<file path="config.mk">
export PLATFORM = sky130hd
export DESIGN_NAME = trim_pulse_decoder
export DESIGN_NICKNAME = d
export VERILOG_FILES = /design/src/rtl/trim_pkg.sv /design/src/rtl/trim_tick_gen.sv /design/src/rtl/trim_enable_gate.sv /design/src/rtl/trim_line_qualifier.sv /design/src/rtl/trim_value_store.sv /design/src/rtl/trim_code_reg.sv /design/src/rtl/trim_pulse_decoder.sv
export SDC_FILE = /design/constraint.sdc
export NUM_CORES = 1
export LEC_CHECK = 0
export ABC_AREA = 0
export BUFFER_PORTS_ARGS = -buffer_cell sky130_fd_sc_hd__buf_4
export CAP_MARGIN = 15
export CORE_ASPECT_RATIO = 2
export CORE_MARGIN = 10
export CORE_UTILIZATION = 60
export CTS_CLUSTER_SIZE = 10
export DETAILED_ROUTE_END_ITERATION = 16
export GPL_TIMING_DRIVEN = 1
export PLACE_DENSITY = 0.79
export SYNTH_ARGS = -nofsm -noshare
export SYNTH_HDL_FRONTEND = slang
export SYNTH_SLANG_ARGS = --single-unit
</file>
<file path="constraint.sdc">
create_clock -name clk -period 3.4 [get_ports clk]
set_input_delay 0.68 -clock clk [delete_from_list [all_inputs] [get_ports clk]]
set_output_delay 0.68 -clock clk [all_outputs]
set_load 0.01 [all_outputs]
</file>
<file path="src/rtl/trim_pkg.sv">
// Shared types for the trim pulse decoder.
// Assumes: the two comparator flags are decoded into one of three levels.
package trim_pkg;
    typedef enum logic [1:0] {
        LVL_MID  = 2'd0,
        LVL_LOW  = 2'd1,
        LVL_HIGH = 2'd2
    } line_lvl_t;
endpackage

</file>
<file path="src/rtl/trim_tick_gen.sv">
// Divides the system clock down to the timing tick used by every counter.
// Assumes: CLK_HZ is an integer multiple of TICK_HZ (any remainder is dropped).
module trim_tick_gen #(
    parameter int CLK_HZ  = 50_000_000,
    parameter int TICK_HZ = 1_000_000
) (
    input  logic clk,
    input  logic rst_n,
    output logic tick
);
    localparam int DIV = CLK_HZ / TICK_HZ;

    generate
        if (DIV <= 1) begin : g_passthru
            assign tick = 1'b1;
        end else begin : g_div
            localparam int DW = $clog2(DIV);
            localparam logic [DW-1:0] LAST = DW'(DIV - 1);
            logic [DW-1:0] cnt;

            // Free-running divider; tick marks the last count of each period
            always_ff @(posedge clk) begin
                if (!rst_n)           cnt <= '0;
                else if (cnt == LAST) cnt <= '0;
                else                  cnt <= cnt + DW'(1);
            end
            assign tick = (cnt == LAST);
        end
    endgenerate
endmodule

</file>
<file path="src/rtl/trim_enable_gate.sv">
// Opens the interface only after the enable has been high for the start-up time.
// Assumes: if_en is quasi-static and already synchronous to clk.
module trim_enable_gate #(
    parameter int STARTUP_TICKS = 1000
) (
    input  logic clk,
    input  logic rst_n,
    input  logic tick,
    input  logic if_en,
    output logic ready
);
    localparam int SW = $clog2(STARTUP_TICKS + 1);
    localparam logic [SW-1:0] ST_V = SW'(STARTUP_TICKS);
    logic [SW-1:0] cnt;

    // Count ticks while enabled; a low enable clears both count and ready
    always_ff @(posedge clk) begin
        if (!rst_n || !if_en) begin
            cnt   <= '0;
            ready <= 1'b0;
        end else if (cnt == ST_V) begin
            ready <= 1'b1;
        end else if (tick) begin
            cnt <= cnt + SW'(1);
        end
    end

    assert_ready_needs_en_R8: assert property (@(posedge clk) disable iff (!rst_n)
        ready |-> $past(if_en));
endmodule

</file>
<file path="src/rtl/trim_line_qualifier.sv">
// Synchronises the level flags, times each pulse and the gap before it,
// and issues one up or down event when a qualified pulse returns to mid.
// Assumes: GLITCH_TICKS < LONG_TICKS; the flags are never both high.
module trim_line_qualifier
    import trim_pkg::*;
#(
    parameter int LONG_TICKS   = 200,
    parameter int GLITCH_TICKS = 20,
    parameter int GAP_TICKS    = 10
) (
    input  logic clk,
    input  logic rst_n,
    input  logic tick,
    input  logic ready,
    input  logic line_lo,
    input  logic line_hi,
    output logic ev_up,
    output logic ev_dn
);
    localparam int WW = $clog2(LONG_TICKS + 1);
    localparam int GW = $clog2(GAP_TICKS + 1);
    localparam logic [WW-1:0] LONG_V   = WW'(LONG_TICKS);
    localparam logic [WW-1:0] GLITCH_V = WW'(GLITCH_TICKS);
    localparam logic [GW-1:0] GAP_V    = GW'(GAP_TICKS);

    logic      lo_m, lo_s, hi_m, hi_s;
    line_lvl_t lvl_now, p_lvl;
    logic      in_pulse, p_bad;
    logic [WW-1:0] width;
    logic [GW-1:0] gap;

    // Two-stage synchronisers for the comparator flags
    always_ff @(posedge clk) begin
        if (!rst_n) begin
            lo_m <= 1'b0; lo_s <= 1'b0;
            hi_m <= 1'b0; hi_s <= 1'b0;
        end else begin
            lo_m <= line_lo; lo_s <= lo_m;
            hi_m <= line_hi; hi_s <= hi_m;
        end
    end

    // Decode the synchronised flags into a level
    always_comb begin
        if (lo_s && !hi_s)      lvl_now = LVL_LOW;
        else if (hi_s && !lo_s) lvl_now = LVL_HIGH;
        else                    lvl_now = LVL_MID;
    end

    // Pulse tracker: width and gap timing, rejection flags, event issue
    always_ff @(posedge clk) begin
        if (!rst_n) begin
            in_pulse <= 1'b0;
            p_lvl    <= LVL_MID;
            p_bad    <= 1'b0;
            width    <= '0;
            gap      <= '0;
            ev_up    <= 1'b0;
            ev_dn    <= 1'b0;
        end else begin
            ev_up <= 1'b0;
            ev_dn <= 1'b0;
            if (!ready) begin
                in_pulse <= 1'b0;
                p_bad    <= 1'b0;
                width    <= '0;
                gap      <= '0;
            end else if (!in_pulse) begin
                if (lvl_now != LVL_MID) begin
                    in_pulse <= 1'b1;
                    p_lvl    <= lvl_now;
                    width    <= '0;
                    p_bad    <= (gap < GAP_V);
                end else if (tick && gap < GAP_V) begin
                    gap <= gap + GW'(1);
                end
            end else begin
                if (lvl_now == LVL_MID) begin
                    in_pulse <= 1'b0;
                    if (width >= GLITCH_V) gap <= '0;
                    if (width >= LONG_V && !p_bad) begin
                        ev_up <= (p_lvl == LVL_LOW);
                        ev_dn <= (p_lvl == LVL_HIGH);
                    end
                end else if (lvl_now != p_lvl) begin
                    p_lvl <= lvl_now;
                    width <= '0;
                    p_bad <= 1'b1;
                    gap   <= '0;
                end else if (tick && width < LONG_V) begin
                    width <= width + WW'(1);
                end
            end
        end
    end

    assert_flags_exclusive_R1: assert property (@(posedge clk) disable iff (!rst_n)
        !(lo_s && hi_s));
    assert_event_at_mid_R2: assert property (@(posedge clk) disable iff (!rst_n)
        (ev_up || ev_dn) |-> $past(lvl_now == LVL_MID));
    assert_no_event_unready_R8: assert property (@(posedge clk) disable iff (!rst_n)
        !ready |=> !(ev_up || ev_dn));
endmodule

</file>
<file path="src/rtl/trim_value_store.sv">
// Stand-in for the non-volatile cell: holds the saved code.
// Assumes: prog_commit is a one-cycle strobe; reset models the factory state.
module trim_value_store #(
    parameter int CODE_W  = 7,
    parameter int FACTORY = 64
) (
    input  logic              clk,
    input  logic              rst_n,
    input  logic              prog_commit,
    input  logic [CODE_W-1:0] code,
    output logic [CODE_W-1:0] store_q
);
    // Capture the live code on commit, otherwise hold
    always_ff @(posedge clk) begin
        if (!rst_n)           store_q <= CODE_W'(FACTORY);
        else if (prog_commit) store_q <= code;
    end

    assert_store_hold_R13: assert property (@(posedge clk) disable iff (!rst_n)
        !prog_commit |=> $stable(store_q));
endmodule

</file>
<file path="src/rtl/trim_code_reg.sv">
// Holds the trim code: applies events with saturation, discards the first
// event after ready, freezes during programming, and reloads on request.
// Assumes: ev_up and ev_dn are never high together.
module trim_code_reg #(
    parameter int CODE_W  = 7,
    parameter int FACTORY = 64
) (
    input  logic              clk,
    input  logic              rst_n,
    input  logic              ready,
    input  logic              ev_up,
    input  logic              ev_dn,
    input  logic              prog_busy,
    input  logic              reload,
    input  logic [CODE_W-1:0] store_q,
    output logic [CODE_W-1:0] code,
    output logic              step_stb
);
    localparam logic [CODE_W-1:0] CODE_MAX = '1;
    localparam logic [CODE_W-1:0] CODE_MIN = '0;
    logic first_pending;

    // Code update, first-pulse discard and strobe generation
    always_ff @(posedge clk) begin
        if (!rst_n) begin
            code          <= CODE_W'(FACTORY);
            first_pending <= 1'b1;
            step_stb      <= 1'b0;
        end else begin
            step_stb <= 1'b0;
            if (!ready) first_pending <= 1'b1;
            if (reload) begin
                code <= store_q;
            end else if ((ev_up || ev_dn) && ready && !prog_busy) begin
                if (first_pending) begin
                    first_pending <= 1'b0;
                end else begin
                    step_stb <= 1'b1;
                    if (ev_up && code != CODE_MAX) code <= code + CODE_W'(1);
                    if (ev_dn && code != CODE_MIN) code <= code - CODE_W'(1);
                end
            end
        end
    end

    assert_single_step_R2: assert property (@(posedge clk) disable iff (!rst_n)
        !reload |=> (code == $past(code) || code == $past(code) + CODE_W'(1)
                     || code == $past(code) - CODE_W'(1)));
    assert_no_wrap_top_R11: assert property (@(posedge clk) disable iff (!rst_n)
        (!reload && code == CODE_MAX) |=> code != CODE_MIN);
    assert_no_wrap_bottom_R11: assert property (@(posedge clk) disable iff (!rst_n)
        (!reload && code == CODE_MIN) |=> code != CODE_MAX);
    assert_freeze_R10: assert property (@(posedge clk) disable iff (!rst_n)
        (prog_busy && !reload) |=> $stable(code));
    assert_strobe_needs_ready_R9: assert property (@(posedge clk) disable iff (!rst_n)
        step_stb |-> $past(ready));
    assert_reset_value_R12: assert property (@(posedge clk)
        !rst_n |=> (code == CODE_W'(FACTORY) && !step_stb));
endmodule

</file>
<file path="src/rtl/trim_pulse_decoder.sv">
// Top level: single-wire pulse command decoder driving a 7-bit trim code.
// Assumes: comparator flags are mutually exclusive; all inputs share clk.
module trim_pulse_decoder #(
    parameter int CLK_HZ        = 50_000_000,
    parameter int TICK_HZ       = 1_000_000,
    parameter int LONG_TICKS    = 200,
    parameter int GLITCH_TICKS  = 20,
    parameter int GAP_TICKS     = 10,
    parameter int STARTUP_TICKS = 1000,
    parameter int CODE_W        = 7,
    parameter int FACTORY       = 64
) (
    input  logic              clk,
    input  logic              rst_n,
    input  logic              if_en,
    input  logic              ctl_lo,
    input  logic              ctl_hi,
    input  logic              prog_busy,
    input  logic              prog_commit,
    input  logic              reload,
    output logic [CODE_W-1:0] code,
    output logic              step_stb
);
    logic              tick, ready, ev_up, ev_dn;
    logic [CODE_W-1:0] store_q;

    trim_tick_gen #(.CLK_HZ(CLK_HZ), .TICK_HZ(TICK_HZ)) u_tick (
        .clk(clk), .rst_n(rst_n), .tick(tick)
    );

    trim_enable_gate #(.STARTUP_TICKS(STARTUP_TICKS)) u_gate (
        .clk(clk), .rst_n(rst_n), .tick(tick), .if_en(if_en), .ready(ready)
    );

    trim_line_qualifier #(
        .LONG_TICKS(LONG_TICKS), .GLITCH_TICKS(GLITCH_TICKS), .GAP_TICKS(GAP_TICKS)
    ) u_qual (
        .clk(clk), .rst_n(rst_n), .tick(tick), .ready(ready),
        .line_lo(ctl_lo), .line_hi(ctl_hi), .ev_up(ev_up), .ev_dn(ev_dn)
    );

    trim_value_store #(.CODE_W(CODE_W), .FACTORY(FACTORY)) u_store (
        .clk(clk), .rst_n(rst_n), .prog_commit(prog_commit),
        .code(code), .store_q(store_q)
    );

    trim_code_reg #(.CODE_W(CODE_W), .FACTORY(FACTORY)) u_code (
        .clk(clk), .rst_n(rst_n), .ready(ready), .ev_up(ev_up), .ev_dn(ev_dn),
        .prog_busy(prog_busy), .reload(reload), .store_q(store_q),
        .code(code), .step_stb(step_stb)
    );
endmodule

</file>
# Word-level counts from Yosys, hierarchy flattened
# Cells that the tools add are included.
# classes
n_lt_le_gt_ge,4
muxes,34
n_bitwise,3
addsub,6
reduce_logical,34
n_eq_ne,13
# ops
cell,n
8-bit two-way mux,5
7-bit two-way mux,5
4-bit two-way mux,6
1-bit two-way mux,12
2-bit two-way mux,6
10-bit by 1-bit adder with 10-bit output (second input constant),1
10-bit equality test (second input constant),1
1-bit logical AND,9
3-bit != test (second input constant),3
3-bit AND reduction,3
8-bit by 1-bit adder with 8-bit output (second input constant),1
8-bit by 5-bit greater-or-equal comparator with 1-bit output (second input constant),1
8-bit greater-or-equal comparator (second input constant),1
8-bit less-than comparator (second input constant),1
4-bit AND reduction,2
2-bit nonzero test,4
7-bit by 1-bit adder with 7-bit output (second input constant),1
7-bit != test (second input constant),1
7-bit nonzero test,1
7-bit by 1-bit subtractor with 7-bit output (second input constant),1
6-bit by 1-bit adder with 6-bit output (second input constant),1
6-bit equality test (second input constant),1
1-bit logical NOT,6
2-bit != test (second input constant),3
14 further kinds,18
# totals
register_bits,55
inputBits,8
word_cells,112

# Longest topological paths before layout
# Gate-level depths: netlist of the first run.
# depth
depth_word,8
mapped_depth,9

# By module
# A second synthesis of the first run with hierarchy kept.
# unflattened
cells_unflattened,324
area_unflattened_um2,2975.4
# modules_own_cells
mod,area_per_inst_um2,instances,cells_each
trim_line_qualifier,1131.1,1,127
trim_code_reg,723.2,1,80
trim_enable_gate,609.3,1,68
trim_value_store,262.8,1,22
trim_tick_gen,249.0,1,27

# Worst setup path after synthesis of the first run
# No wires, ideal clock.
# synth_timing
path_kind,register -> register
startpoint,register u_code.code[2]
endpoint,register u_code.code[6]
path_slack_ns,0.774
arrival_time_ns,2.493
synth_period_minus_slack_ns,2.626
required_time_ns,3.267
setup_ns,0.133
path_stages_with_launch,10
n_path_buf,0
cell_sequence,dfxtp_1 or4_4 o41ai_4 inv_1 ha_1 nor2b_1 o31a_1 o22ai_1 xnor2_1 a31oi_1
# synth_via
elab_chain_cells,6
# synth_lines
element,line_no,text
"start, declared",trim_code_reg.sv:16,"output logic [CODE_W-1:0] code,"
"start signal, assigned",trim_code_reg.sv:26,code <= CODE_W'(FACTORY);
"start signal, assigned",trim_code_reg.sv:33,code <= store_q;
"start signal, assigned",trim_code_reg.sv:39,if (ev_up && code != CODE_MAX) code <= code + CODE_W'(1);
7-bit by 1-bit adder with 7-bit output or 7-bit nonzero test (tied branches),"trim_code_reg.sv:39, trim_code_reg.sv:40",
7-bit two-way mux or 1-bit logical AND (tied branches),"trim_code_reg.sv:39, trim_code_reg.sv:40",
7-bit two-way mux,trim_code_reg.sv:40,if (ev_dn && code != CODE_MIN) code <= code - CODE_W'(1);
7-bit two-way mux,trim_code_reg.sv:35,if (first_pending) begin
7-bit two-way mux,trim_code_reg.sv:34,end else if ((ev_up || ev_dn) && ready && !prog_busy) begin
7-bit two-way mux,trim_code_reg.sv:32,if (reload) begin
# Parallel ways exist; a longest one is shown, timed or not. The select of a mux whose other input is x is not followed.
# A chain may end at the register's enable or synchronous reset.

# Final worst setup path of the first run
# Same ends and word-level chain as after synthesis.

==> results of run 1 <==
-- stage by stage --
stage / cell area [um2] / total power [W] / setup WS [ps] / util, %
detailed placement: 2870 / 0.000729 / 637 / 65.5
global placement: 2870 / 0.000727 / 682 / 65.5
global route: 2960 / 0.00112 / 415 / 67.6
floorplan: 2720 / 0.000710 / 774 / -
finish: 2960 / 0.00108 / 587 / 67.6
CTS: 2960 / 0.00109 / 605 / 67.6
-- cell families after synthesis --
family | after synthesis | synth area share [%]
fa+ha+maj | 15 | 7.17
xor+xnor | 23 | 7.40
compound gates | 51 | 13.2
mux | 13 | 4.78
simple gates | 121 | 23.3
flops | 55 | 40.4
buf+inv | 27 | 3.72
-- worst max path at each step --
stage / startpoint / endpoint / slack [ps] / depth (start not counted)
after CTS: u_code.code[2] / u_code.code[6] / 610 / 9
after global routing: u_code.code[2] / u_code.code[6] / 410 / 9
after floorplan: u_code.code[2] / u_code.code[6] / 770 / 9
after detailed placement: u_code.code[2] / u_code.code[6] / 640 / 9
after global placement: u_code.code[2] / u_code.code[6] / 680 / 9
final: u_code.code[2] / u_code.code[6] / 590 / 9
-- cell usage in the layout, fill, tap and decap left out, types with 4 or more instances in the layout --
| master | count |
|---|---|
| dfxtp_1 | 55 |
| nor2_1 | 32 |
| nand3_1 | 19 |
| nand2_1 | 18 |
| inv_1 | 16 |
| buf_4 | 16 |
| ha_1 | 14 |
| mux2i_1 | 13 |
| o21ai_0 | 13 |
| xor2_1 | 12 |
| xnor2_1 | 11 |
| nor3_1 | 10 |
| nor2b_1 | 9 |
| a21oi_1 | 6 |
| a31oi_1 | 5 |
| and3_1 | 5 |
| and2_1 | 5 |
| clkbuf_8 | 5 |
| o21ai_1 | 4 |
| o211ai_1 | 4 |
| nor3b_1 | 4 |
| nand4_1 | 4 |
-- routing by layer --
layer | vias to the layer above | GRT usage [%]
li1 | 1084 | -
met1 | 1042 | 12.6
met2 | 41 | 29.9
met3 | 22 | 2.92
met4 | 0 | 8.68
met5 | - | 0
-- sequential cells by signal, indices dropped and copies added (netlist names), 2 cells and up --
signal / cells
u_qual.p_lvl: 2
u_store.store_q: 7
u_gate.cnt: 10
u_code.code: 7
u_tick.g_div.cnt: 6
u_qual.gap: 4
u_qual.width: 8
-- area by class of cell --
class	instances	area (um2)
fillers	376	1420
clock buffers	5	68.8
inverters	16	60.1
repair buffers	16	120
multi-input cells	223	1520
well taps	54	67.6
clock inverters	3	25.0
flip-flops and latches	55	1100
-- power breakdown --
group	switching, W	internal [W]	total, W
Sequential	0.00000777	0.000651	0.000659
Combinational	0.0000315	0.0000226	0.0000540
Clock	0.000215	0.000148	0.000362
==> Flow_metrics.wiki, run 1 <==
{| class="wikitable"
! Metric !! Value
|-
| Kind of start point of the critical path || flop
|-
| Initial drt markers || 97
|-
| Length in cells of the worst reg-to-reg path || 9
|-
| Number of H-tree levels || 2
|-
| Fraction of final layout cells sized beyond drive strength 1 || 10.4%
|-
| Net count after synthesis || 328
|-
| Average footprint of a synthesized cell || 8.93 um2
|-
| Met2 routed wirelength || 3110 um
|-
| Number of enable-type register cells in the synthesized netlist || 0
|-
| Maximum fanout encountered on the critical timing path || 6
|-
| Hold Path Sink || u_code.first_pending
|-
| Count of antenna diodes in the layout || 0
|-
| Number of buffers inserted during clock tree synthesis || 5
|-
| Overall die width || 67.6 um
|-
| Standard cell with the maximum stage delay on the critical path || or4_4
|-
| Hold path startpoint || u_gate.ready
|-
| Pin count of the biggest net entering global routing || 28
|-
| Vias after detailed routing || 2189
|-
| Setup Total Neg Slack || 0 ps
|-
| Run status || finished, final reports clean
|-
| Postcts setup bufs || 0
|-
| WHS || 433 ps
|-
| Global-route wire length before repair || 9230 um
|-
| Clock tree from TritonCTS || built
|-
| Cell type with the highest aggregate area in the netlist || dfxtp_1
|-
| Vias in the first global route || 2179
|-
| Die boundary height || 115 um
|-
| Total standard cell area after synthesis || 2720 um2
|-
| Class of the tightest hold or removal check || flop to flop
|-
| Synthesized instance count || 305
|-
| Total Routing Usage GR || 15.1%
|-
| Core outline area || 4380 um2
|-
| Period utilisation layout || 82.7%
|-
| Startpoint of the worst register-to-register path || u_code.code[2]
|-
| Worst setup slack for register-to-register paths || 590 ps
|-
| Element type at the critical path end || flop
|-
| Maximum count of clock buffers along a single path || 2
|-
| R2R Path End || u_code.code[6]
|-
| Peak supply drop || 0.427 mV
|-
| Min Clock Period, post-route || 2810 ps
|-
| Post-synth ARST share || 0%
|-
| Most used DFF post-synth || dfxtp_1
|-
| WL/cell || 14.9 um
|-
| DRC errors left || 0
|-
| Count of boundary I/O pins || 16
|-
| Port bufs || 15
|-
| RSZ-0062 raised after global routing || false
|-
| Count of endpoints failing setup in the final report || 0
|-
| Clock edge transition at the registers on the reported setup and hold paths || 100 ps
|-
| Worst rel slew slack || 64.6%
|-
| Hold-fix buffers, CTS || 0
|-
| Latest clock arrival within the worst-skew pair || 310 ps
|-
| Count of non-filler cells in the finished layout || 372
|-
| Number of sinks handled by clock tree synthesis || 55
|-
| Die area || 7800 um2
|-
| Antenna violations before repair || 0
|-
| Lkg Pwr || 1.14 nW
|-
| Number of routed nets with antenna violations || 0
|-
| Count of buffer and inverter cells on the critical path || 1
|-
| Detailed-router iteration count before antenna repair || 5
|-
| GPL Wtd Cong || 0.934
|-
| Layout-stage area growth over the synthesis result || 8.82%
|-
| Slew Limit Fails || 0
|-
| Required time reported for the critical path endpoint || 3580 ps
|-
| CP peak stage delay || 570 ps
|-
| Effective utilization at floorplan || 62.2%
|-
| Net total in the final layout || 340
|-
| Proportion of netlist area held by the largest area contributor || 40.4%
|-
| Number of register bits inferred by synthesis || 55
|-
| Overflow after GRT || 0
|-
| Dominant cells by area after synthesis || dfxtp_1 40%, ha_1 6.4%, mux2i_1 4.8%
|-
| Max-capacitance violation count || 0
|-
| Highest metal layer used by the detailed router || met4
|-
| Timing-limited maximum frequency || 355 MHz
|-
| Sequential fraction of the synthesis area || 40.4%
|-
| Cell Pwr Density || 363 nW/um2
|-
| Slew of the pin with the lowest slew margin || 526 ps
|-
| Overall routed net length || 5530 um
|-
| Final hold violations || 0
|-
| DR vias/cell || 5.88
|-
| Synthesis warning total || 0
|-
| DP Cell Count || 364
|-
| Worst hold path depth || 1
|-
| Met3 wirelength from detailed routing || 177 um
|-
| WP data arrival || 3000 ps
|-
| Cell breakdown of the critical path || or4_4 > o41ai_4 > inv_1 > ha_1 > nor2b_1 > o31a_1 > o22ai_1 > xnor2_1 > a31oi_1
|-
| Clock Skews || 11.4 ps
|-
| Half-perimeter wire length after placement || 4290 um
|-
| Number of different library cells in the post-synthesis netlist || 50
|-
| Routed length on met1 || 2010 um
|-
| Cell class contributing the biggest share of worst-path delay || compound AO/OA/AOI/OAI gates
|-
| Floorplan row count || 34
|-
| Critical path start-end classification || flop to flop
|-
| Library cell with the highest instance count after synthesis || dfxtp_1
|-
| Most used standard cells in the synthesized netlist || 55 x dfxtp_1, 32 x nor2_1, 19 x nand3_1
|-
| CTS-repair resized insts || 0
|-
| CTS root buffer || clkbuf_8
|}
(Power assumes the default switching activity.)
==> run 2: changes to the inputs <==
--- a/config.mk
+++ b/config.mk
@@ -10,11 +10,11 @@
 export CAP_MARGIN = 15
 export CORE_ASPECT_RATIO = 2
 export CORE_MARGIN = 10
-export CORE_UTILIZATION = 60
+export CORE_UTILIZATION = 54
 export CTS_CLUSTER_SIZE = 10
 export DETAILED_ROUTE_END_ITERATION = 16
 export GPL_TIMING_DRIVEN = 1
-export PLACE_DENSITY = 0.79
+export PLACE_DENSITY = 0.75
 export SYNTH_ARGS = -nofsm -noshare
 export SYNTH_HDL_FRONTEND = slang
 export SYNTH_SLANG_ARGS = --single-unit
==> constraint.sdc (replaced) <==
create_clock -name clk -period 2.5 [get_ports clk]
set_input_delay 0.5 -clock clk [delete_from_list [all_inputs] [get_ports clk]]
set_output_delay 0.5 -clock clk [all_outputs]
set_load 0.01 [all_outputs]
==> run 2 against run 1 <==
Effect of this change:
- via count up 0.69%
- clock-buffer cell count unchanged
- global-route usage down 0.28 points
- largest power group unchanged
- clock power up 71%
- setup slack worse by 590 ps
- utilization down 3.6 points
- combinational power up 56%
- non-clock buffer count up 9
- die area up 8.4%
- the run now ends with setup timing left
- critical endpoint is now u_code.code[2]
- routed wire length up 9.9%
==> Flow_metrics.wiki, run 2 (synthesis gave the netlist of run 1 again) <==
{| class="wikitable"
! Metric !! Value
|-
| Run status || finished with violations
|-
| Failing checks || setup timing
|-
| Kind of start point of the critical path || flop
|-
| Timing-limited maximum frequency || 399 MHz (+12%)
|-
| Cell Pwr Density || 512 nW/um2 (+41%)
|-
| Latest clock arrival within the worst-skew pair || 320 ps (about the same)
|-
| Slew of the pin with the lowest slew margin || 552 ps (+26.0 ps)
|-
| Effective utilization at floorplan || 56.0% (-6.2 points)
|-
| WL/cell || 15.8 um (+6.5%)
|-
| Standard cell with the maximum stage delay on the critical path || or4_4
|-
| DRC errors left || 0 (unchanged)
|-
| Number of routed nets with antenna violations || 0 (unchanged)
|-
| Final hold violations || 0 (unchanged)
|-
| Required time reported for the critical path endpoint || 2740 ps (-840 ps)
|-
| Count of antenna diodes in the layout || 0 (unchanged)
|-
| Die area || 8460 um2 (+8.4%)
|-
| Vias after detailed routing || 2204 (+0.69%)
|-
| Min Clock Period, post-route || 2500 ps (-310 ps)
|-
| GPL Wtd Cong || 0.969 (+3.7%)
|-
| WP data arrival || 2740 ps (-260 ps)
|-
| Number of H-tree levels || 2 (unchanged)
|-
| Slew Limit Fails || 0 (unchanged)
|-
| Final total power || 0.00160 W (+49%)
|-
| CTS root buffer || clkbuf_8
|-
| Fill cell count || 417 (+11%)
|-
| Clock Skews || 5.74 ps (-5.61 ps)
|-
| Final setup slack of the worst path || -3.76 ps (-590 ps)
|-
| CP peak stage delay || 550 ps (-20 ps)
|-
| Overall routed net length || 6080 um (+9.9%)
|-
| Most used cells in the layout excluding fill and tap cells || 53 x dfxtp_1, 32 x nor2_1, 25 x buf_4
|-
| Clock tree from TritonCTS || built
|-
| Overall die width || 70.2 um (+3.8%)
|-
| Half-perimeter wire length after placement || 4660 um (+8.6%)
|-
| Lkg Pwr || 1.21 nW (+6.1%)
|-
| Count of endpoints failing setup in the final report || 1 (+1)
|-
| Register with the most flip-flops || u_gate.cnt
|-
| Class of the tightest hold or removal check || primary input to flop
|-
| Period utilisation layout || 100% (+17 points)
|-
| Top Registers || u_gate.cnt: 10 flops, u_qual.width: 8 flops
|-
| Fraction of final layout cells sized beyond drive strength 1 || 15.6% (+5.2 points)
|-
| Port bufs || 15 (unchanged)
|-
| Initial drt markers || 146 (+51%)
|-
| Worst rel slew slack || 62.8% (-1.9 points)
|-
| Max FFs per register || 10 (unchanged)
|-
| Critical path start-end classification || flop to flop
|-
| Clock edge transition at the registers on the reported setup and hold paths || 100 ps (about the same)
|-
| Layout-stage area growth over the synthesis result || 14.4%
|-
| Vias in the first global route || 2270 (+4.2%)
|-
| Cell breakdown of the critical path || or4_4 > o41ai_4 > inv_2 > ha_4 > buf_4 > xnor2_1 > mux2i_1 > a21oi_1
|-
| Element type at the critical path end || flop
|-
| Maximum fanout encountered on the critical timing path || 5 (-1)
|-
| Count of boundary I/O pins || 16 (unchanged)
|-
| Max-capacitance violation count || 0 (unchanged)
|-
| Pin count of the biggest net entering global routing || 28 (unchanged)
|-
| RSZ-0062 raised after global routing || true
|-
| Hold-fix buffers, CTS || 0 (unchanged)
|-
| Commonest non-fill, non-tap cell in the layout || dfxtp_1
|-
| Total area of multi-input combinational cells || 1580 um2 (+3.7%)
|-
| Core outline area || 4860 um2 (+11%)
|-
| Overflow after GRT || 0 (unchanged)
|-
| Global-route wire length before repair || 10400 um (+13%)
|-
| Count of non-filler cells in the finished layout || 384 (+3.2%)
|-
| Number of sinks handled by clock tree synthesis || 55 (unchanged)
|-
| Total Routing Usage GR || 14.8% (-0.28 points)
|-
| Detailed-router iteration count before antenna repair || 4 (-1)
|-
| Die boundary height || 120 um (+4.5%)
|-
| Sequential cell area in the final layout || 1100 um2 (+0.23%)
|-
| Floorplan row count || 36 (+5.9%)
|-
| Net total in the final layout || 349 (+2.6%)
|-
| Maximum count of clock buffers along a single path || 2 (unchanged)
|-
| Antenna violations before repair || 0 (unchanged)
|-
| Number of buffers inserted during clock tree synthesis || 5 (unchanged)
|-
| DP Cell Count || 376 (+3.3%)
|-
| DR vias/cell || 5.74 (-2.5%)
|-
| Peak supply drop || 0.551 mV (+29%)
|}
run 2: worst paths after layout:
kind	startpoint	end	slack, ps	depth (start not counted)
worst max-delay path	u_code.code[2]	u_code.code[2]	-4	8
worst min-delay path	ctl_hi	u_qual.hi_m	380	2
worst max register to register	u_code.code[2]	u_code.code[2]	-4	8
worst min register to register	u_qual.lo_m	u_qual.lo_s	450	1
run 2: worst max-delay path: cells and delay by family (launching register included):
kind / cells / cell delay [ps]
AOI/OAI and AO/OA: 2 / 580
and+or+nand+nor: 1 / 550
DFF: 1 / 330
buffers and inverters: 2 / 290
xor gates and xnor gates: 1 / 290
adders and majority gates: 1 / 250
muxes: 1 / 130
run 2: metal layers:
layer  track usage [%]  part of all wire [%]
met5                 0                     0
met3              3.19                   3.2
met4              7.32                   2.6
met2              30.0                    59
met1              12.7                    35
run 2: layout make-up:
type                            instances  share of cell area [%]
Clock buffer                            5                    2.21
Clock inverter                          3                    1.53
Inverter                               16                    1.93
Multi-Input combinational cell        223                    50.6
Sequential cell                        55                    35.4
Tap cell                               57                    2.29
Timing Repair Buffer                   25                    6.02
run 2: timing repair:
| item | 4_1_cts | 5_1_grt |
|---|---|---|
| pin swaps | 1 | 4 |
| resized for setup | 3 | 1 |
| setup buffers | 0 | 0 |
| gates cloned | 0 | 0 |
| endpoints found under the setup margin | 2 | 5 |
run 2: report_power, final:
group / switching, W / total, W / internal [W]
sequential: 0.00000770 / 0.000893 / 0.000886
clock: 0.000315 / 0.000619 / 0.000304
combinational: 0.0000485 / 0.0000845 / 0.0000360
total: 0.000371 / 0.00160 / 0.00123
run 2: stage by stage:
step / hold slack [ps] / instance area (um2) / setup WS, ps / setup TNS (ps) / util, %
3_5_place_dp: 427 / 2980 / -50.9 / -86.6 / 61.3
4_1_cts: 371 / 3110 / -39.3 / -39.3 / 63.9
5_1_grt: 374 / 3120 / -93.9 / -375 / 64.1
2_1_floorplan: 395 / 2760 / -78.0 / -137 / -
6_report: 378 / 3120 / -3.76 / -3.76 / 64.1
3_3_place_gp: 414 / 2980 / -0.907 / -0.907 / 61.3
==> run 3: changes to the inputs <==
--- a/config.mk
+++ b/config.mk
@@ -5,16 +5,16 @@
 export SDC_FILE = /design/constraint.sdc
 export NUM_CORES = 1
 export LEC_CHECK = 0
-export ABC_AREA = 0
+export ABC_AREA = 1
 export BUFFER_PORTS_ARGS = -buffer_cell sky130_fd_sc_hd__buf_4
 export CAP_MARGIN = 15
 export CORE_ASPECT_RATIO = 2
 export CORE_MARGIN = 10
-export CORE_UTILIZATION = 54
+export CORE_UTILIZATION = 55
 export CTS_CLUSTER_SIZE = 10
 export DETAILED_ROUTE_END_ITERATION = 16
 export GPL_TIMING_DRIVEN = 1
-export PLACE_DENSITY = 0.75
+export PLACE_DENSITY = 0.76
 export SYNTH_ARGS = -nofsm -noshare
 export SYNTH_HDL_FRONTEND = slang
 export SYNTH_SLANG_ARGS = --single-unit
==> run 3 against run 2 <==
Effect of this change:
- the run now ends clean
- first-iteration DRC count grew 16%
- critical path depth grew 5
- clock skew is 3.6 ps higher
- largest cell class unchanged
- clock power decreased by 22%
- register-to-register slack better by 430 ps
==> Flow_metrics.wiki, run 3 <==
{| class="wikitable"
! Metric !! Value
|-
| Run status || finished, final reports clean
|-
| Cell Pwr Density || 468 nW/um2 (-8.7%)
|-
| Startpoint of the worst register-to-register path || u_code.code[0]
|-
| Net total in the final layout || 449 (+29%)
|-
| Placement-stage worst setup slack || 471 ps (+522 ps)
|-
| Element type at the critical path end || flop
|-
| Required time reported for the critical path endpoint || 2700 ps (-40 ps)
|-
| Floorplan row count || 38 (+5.6%)
|-
| Timing-limited maximum frequency || 483 MHz (+21%)
|-
| Most used standard cells in the synthesized netlist || 100 x nand2_1, 55 x dfxtp_1, 43 x inv_1
|-
| Final setup slack of the worst path || 431 ps (+434 ps)
|-
| Kind of start point of the critical path || flop
|-
| WP data arrival || 2270 ps (-470 ps)
|-
| Design area || 3250 um2 (+4.3%)
|-
| Length in cells of the worst reg-to-reg path || 13 (+5)
|-
| Number of register bits inferred by synthesis || 55 (unchanged)
|-
| Number of routed nets with antenna violations || 0 (unchanged)
|-
| Vias after detailed routing || 2640 (+20%)
|-
| Hold path startpoint || ctl_hi
|-
| Class of the tightest hold or removal check || primary input to flop
|-
| Cell type with the highest aggregate area in the netlist || dfxtp_1
|-
| Worst setup slack for register-to-register paths || 430 ps (+430 ps)
|-
| Final hold violations || 0 (unchanged)
|-
| Worst rel slew slack || 70.8% (+8.0 points)
|-
| Synthesized instance count || 411 (+35%)
|-
| Critical path start-end classification || flop to flop
|-
| Latest clock arrival within the worst-skew pair || 310 ps (about the same)
|-
| Detailed-router iteration count before antenna repair || 4 (unchanged)
|-
| Number of buffers inserted during clock tree synthesis || 5 (unchanged)
|-
| Count of antenna diodes in the layout || 0 (unchanged)
|-
| Die area || 9020 um2 (+6.7%)
|-
| Sequential fraction of the synthesis area || 36.5% (-3.9 points)
|-
| Placement Cell Area || 3170 um2 (+6.2%)
|-
| Period utilisation layout || 82.8% (-17 points)
|-
| Fraction of final layout cells sized beyond drive strength 1 || 12.9% (-2.7 points)
|-
| Cell class contributing the biggest share of worst-path delay || simple AND/OR/NAND/NOR gates
|-
| Dominant cells by area after synthesis || dfxtp_1 37%, nand2_1 12%, a21oi_1 6.5%
|-
| Number of sinks handled by clock tree synthesis || 55 (unchanged)
|-
| Peak supply drop || 0.527 mV (-4.4%)
|-
| GPL Wtd Cong || 0.903 (-6.8%)
|-
| CTS-repair resized insts || 0 (-3)
|-
| Slew of the pin with the lowest slew margin || 438 ps (-115 ps)
|-
| Most used cells in the layout excluding fill and tap cells || 100 x nand2_1, 55 x dfxtp_1, 43 x inv_1
|-
| Count of boundary I/O pins || 16 (unchanged)
|-
| Hold-fix buffers, CTS || 0 (unchanged)
|-
| Initial drt markers || 170 (+16%)
|-
| Overall routed net length || 6520 um (+7.3%)
|-
| Global-route wire length before repair || 11500 um (+11%)
|-
| CTS root buffer || clkbuf_8
|-
| Total standard cell area after synthesis || 3020 um2 (+11%)
|-
| CP peak stage delay || 390 ps (-160 ps)
|-
| Synthesis warning total || 0 (unchanged)
|-
| Worst hold path depth || 3 (+1)
|-
| Cell repeated most along the worst path || nand2_1
|-
| Overall die width || 72.4 um (+3.0%)
|-
| Core outline area || 5370 um2 (+10%)
|-
| Post-synth ARST share || 0% (unchanged)
|-
| Max-capacitance violation count || 0 (unchanged)
|-
| Pin count of the biggest net entering global routing || 17 (-39%)
|-
| Total Routing Usage GR || 15.2% (+0.36 points)
|-
| Vias in the first global route || 2618 (+15%)
|-
| Proportion of netlist area held by the largest area contributor || 36.5% (-3.9 points)
|-
| Number of H-tree levels || 2 (unchanged)
|-
| Clock network fraction of design power || 31.9% (-6.9 points)
|-
| DRC errors left || 0 (unchanged)
|-
| Sequential group share of total power || 59.9% (+4.0 points)
|-
| Layout-stage area growth over the synthesis result || 7.84%
|-
| Die boundary height || 125 um (+3.5%)
|-
| RSZ-0062 raised after global routing || false
|-
| Max FFs per register || 10 (unchanged)
|-
| Maximum count of clock buffers along a single path || 2 (unchanged)
|-
| Effective utilization at floorplan || 56.1% (+0.13 points)
|-
| Slew Limit Fails || 0 (unchanged)
|-
| Antenna violations before repair || 0 (unchanged)
|-
| Most used DFF post-synth || dfxtp_1
|-
| Net count after synthesis || 434 (+32%)
|-
| DR vias/cell || 5.42 (-5.6%)
|-
| Clock Skews || 9.35 ps (+3.61 ps)
|-
| Average footprint of a synthesized cell || 7.34 um2 (-18%)
|-
| Min Clock Period, post-route || 2070 ps (-434 ps)
|-
| Maximum fanout encountered on the critical timing path || 8 (+3)
|-
| Hold Path Sink || u_qual.hi_m
|-
| Commonest non-fill, non-tap cell in the layout || nand2_1
|-
| Clock edge transition at the registers on the reported setup and hold paths || 90 ps (about the same)
|-
| Standard cell with the maximum stage delay on the critical path || dfxtp_1
|-
| Overflow after GRT || 0 (unchanged)
|-
| Port bufs || 15 (unchanged)
|-
| Sw Ratio || 25.3% (+2.1 points)
|-
| Fill cell count || 523 (+25%)
|-
| Top Registers || u_gate.cnt: 10 flops, u_qual.width: 8 flops
|-
| Postcts setup bufs || 0 (unchanged)
|-
| Relative contribution of combinational cells to total power || 8.2% (+2.9 points)
|-
| Count of endpoints failing setup in the final report || 0 (-1)
|-
| Lkg Pwr || 1.32 nW (+9.9%)
|-
| Cell breakdown of the critical path || nor2_1 > nand4_1 > nand2_1 > inv_1 > ha_1 > nand3b_1 > nand2_1 > nand2_1 > nand2_1 > o21bai_1 > nand2_1 > nand2_1 > nand2_1
|-
| Number of enable-type register cells in the synthesized netlist || 0 (unchanged)
|-
| Power Internal || 0.00114 W (-7.3%)
|-
| R2R Path End || u_code.code[6]
|-
| WL/cell || 13.4 um (-15%)
|-
| Number of different library cells in the post-synthesis netlist || 41 (-18%)
|-
| Net switching power || 0.000385 W (+3.7%)
|-
| Library cell with the highest instance count after synthesis || nand2_1
|-
| Count of buffer and inverter cells on the critical path || 1 (-1)
|-
| Setup Total Neg Slack || 0 ps (+3.76 ps)
|-
| Clock tree from TritonCTS || built
|-
| Half-perimeter wire length after placement || 5040 um (+8.1%)
|-
| Final design utilization || 60.5% (-3.5 points)
|-
| Register with the most flip-flops || u_gate.cnt
|}
-- run 3: cell count changes after synthesis, moves of 4 or more --
cell and delta:
nand2_1 +82, a21oi_1 +33, inv_1 +27, mux2i_1 -13, nor2_1 +9, nor2b_1 -9
clkbuf_1 -7, inv_2 +6, xnor2_1 -6, a31oi_1 -5, and2_1 -5, and3_1 -4
nand2_2 +4
-- run 3: final cells by class --
type	count	area (um2)	share of cell area, %
Sequential cell	55	1100	33.9
Clock buffer	6	72.6	2.23
Timing Repair Buffer	15	113	3.46
Inverter	49	184	5.66
Multi-Input combinational cell	300	1690	52.1
Tap cell	60	75.1	2.31
Clock inverter	2	12.5	0.385
-- run 3: through the flow --
step                std cells  power (W)  hold slack, ps
detailed placement        479    0.00106             413
finish                    487    0.00152             378
global route              487    0.00159             380
global placement          479    0.00105             393
CTS                       487    0.00153             365
floorplan                 411    0.00101             390
-- run 3: power groups by stage --
| stage | logic (W) | clock network, W | registers, W |
|---|---|---|---|
| 2_1_floorplan | 0.0000827 | 0 | 0.000929 |
| 3_3_place_gp | 0.000122 | 0 | 0.000929 |
| 3_5_place_dp | 0.000125 | 0 | 0.000930 |
| 4_1_cts | 0.000126 | 0.000497 | 0.000910 |
| 5_1_grt | 0.000143 | 0.000529 | 0.000914 |
| 6_report | 0.000125 | 0.000485 | 0.000910 |
-- run 3: worst min-delay path: cells and delay by family --
family / cells / cell delay, ps
and+or+nand+nor: 1 / 40
buffers and inverters: 2 / 120
-- run 3: kinds of logic (layout without fill, tap and decap cells) --
kind of cell               Yosys count  in the layout  synth area share (%)
adders and majority gates           15             15                  6.47
DFF                                 55             55                  36.5
xor gates and xnor gates            15             15                  4.61
AOI/OAI and AO/OA                   66             66                  12.7
buffers and inverters               56             72                  7.30
and+or+nand+nor                    204            204                  32.4
-- run 3: per-layer routing --
layer / vias up / wire (um) / track usage (%)
met2: 40 / 3740 / 27.5
met3: 14 / 165 / 3.19
met4: 0 / 148 / 7.45
met1: 1230 / 2470 / 15.3
li1: 1356 / - / -
met5: - / 0 / 0
-- run 3: how the worst max path moves through the flow --
stage	from	endpoint	cells after the start
global route	u_code.code[4]	u_code.code[3]	12
CTS	u_code.code[0]	u_code.code[5]	14
global placement	u_code.code[0]	u_code.code[5]	14
floorplan	u_code.code[0]	u_code.code[5]	14
detailed placement	u_code.code[0]	u_code.code[5]	14
finish	u_code.code[0]	u_code.code[6]	13
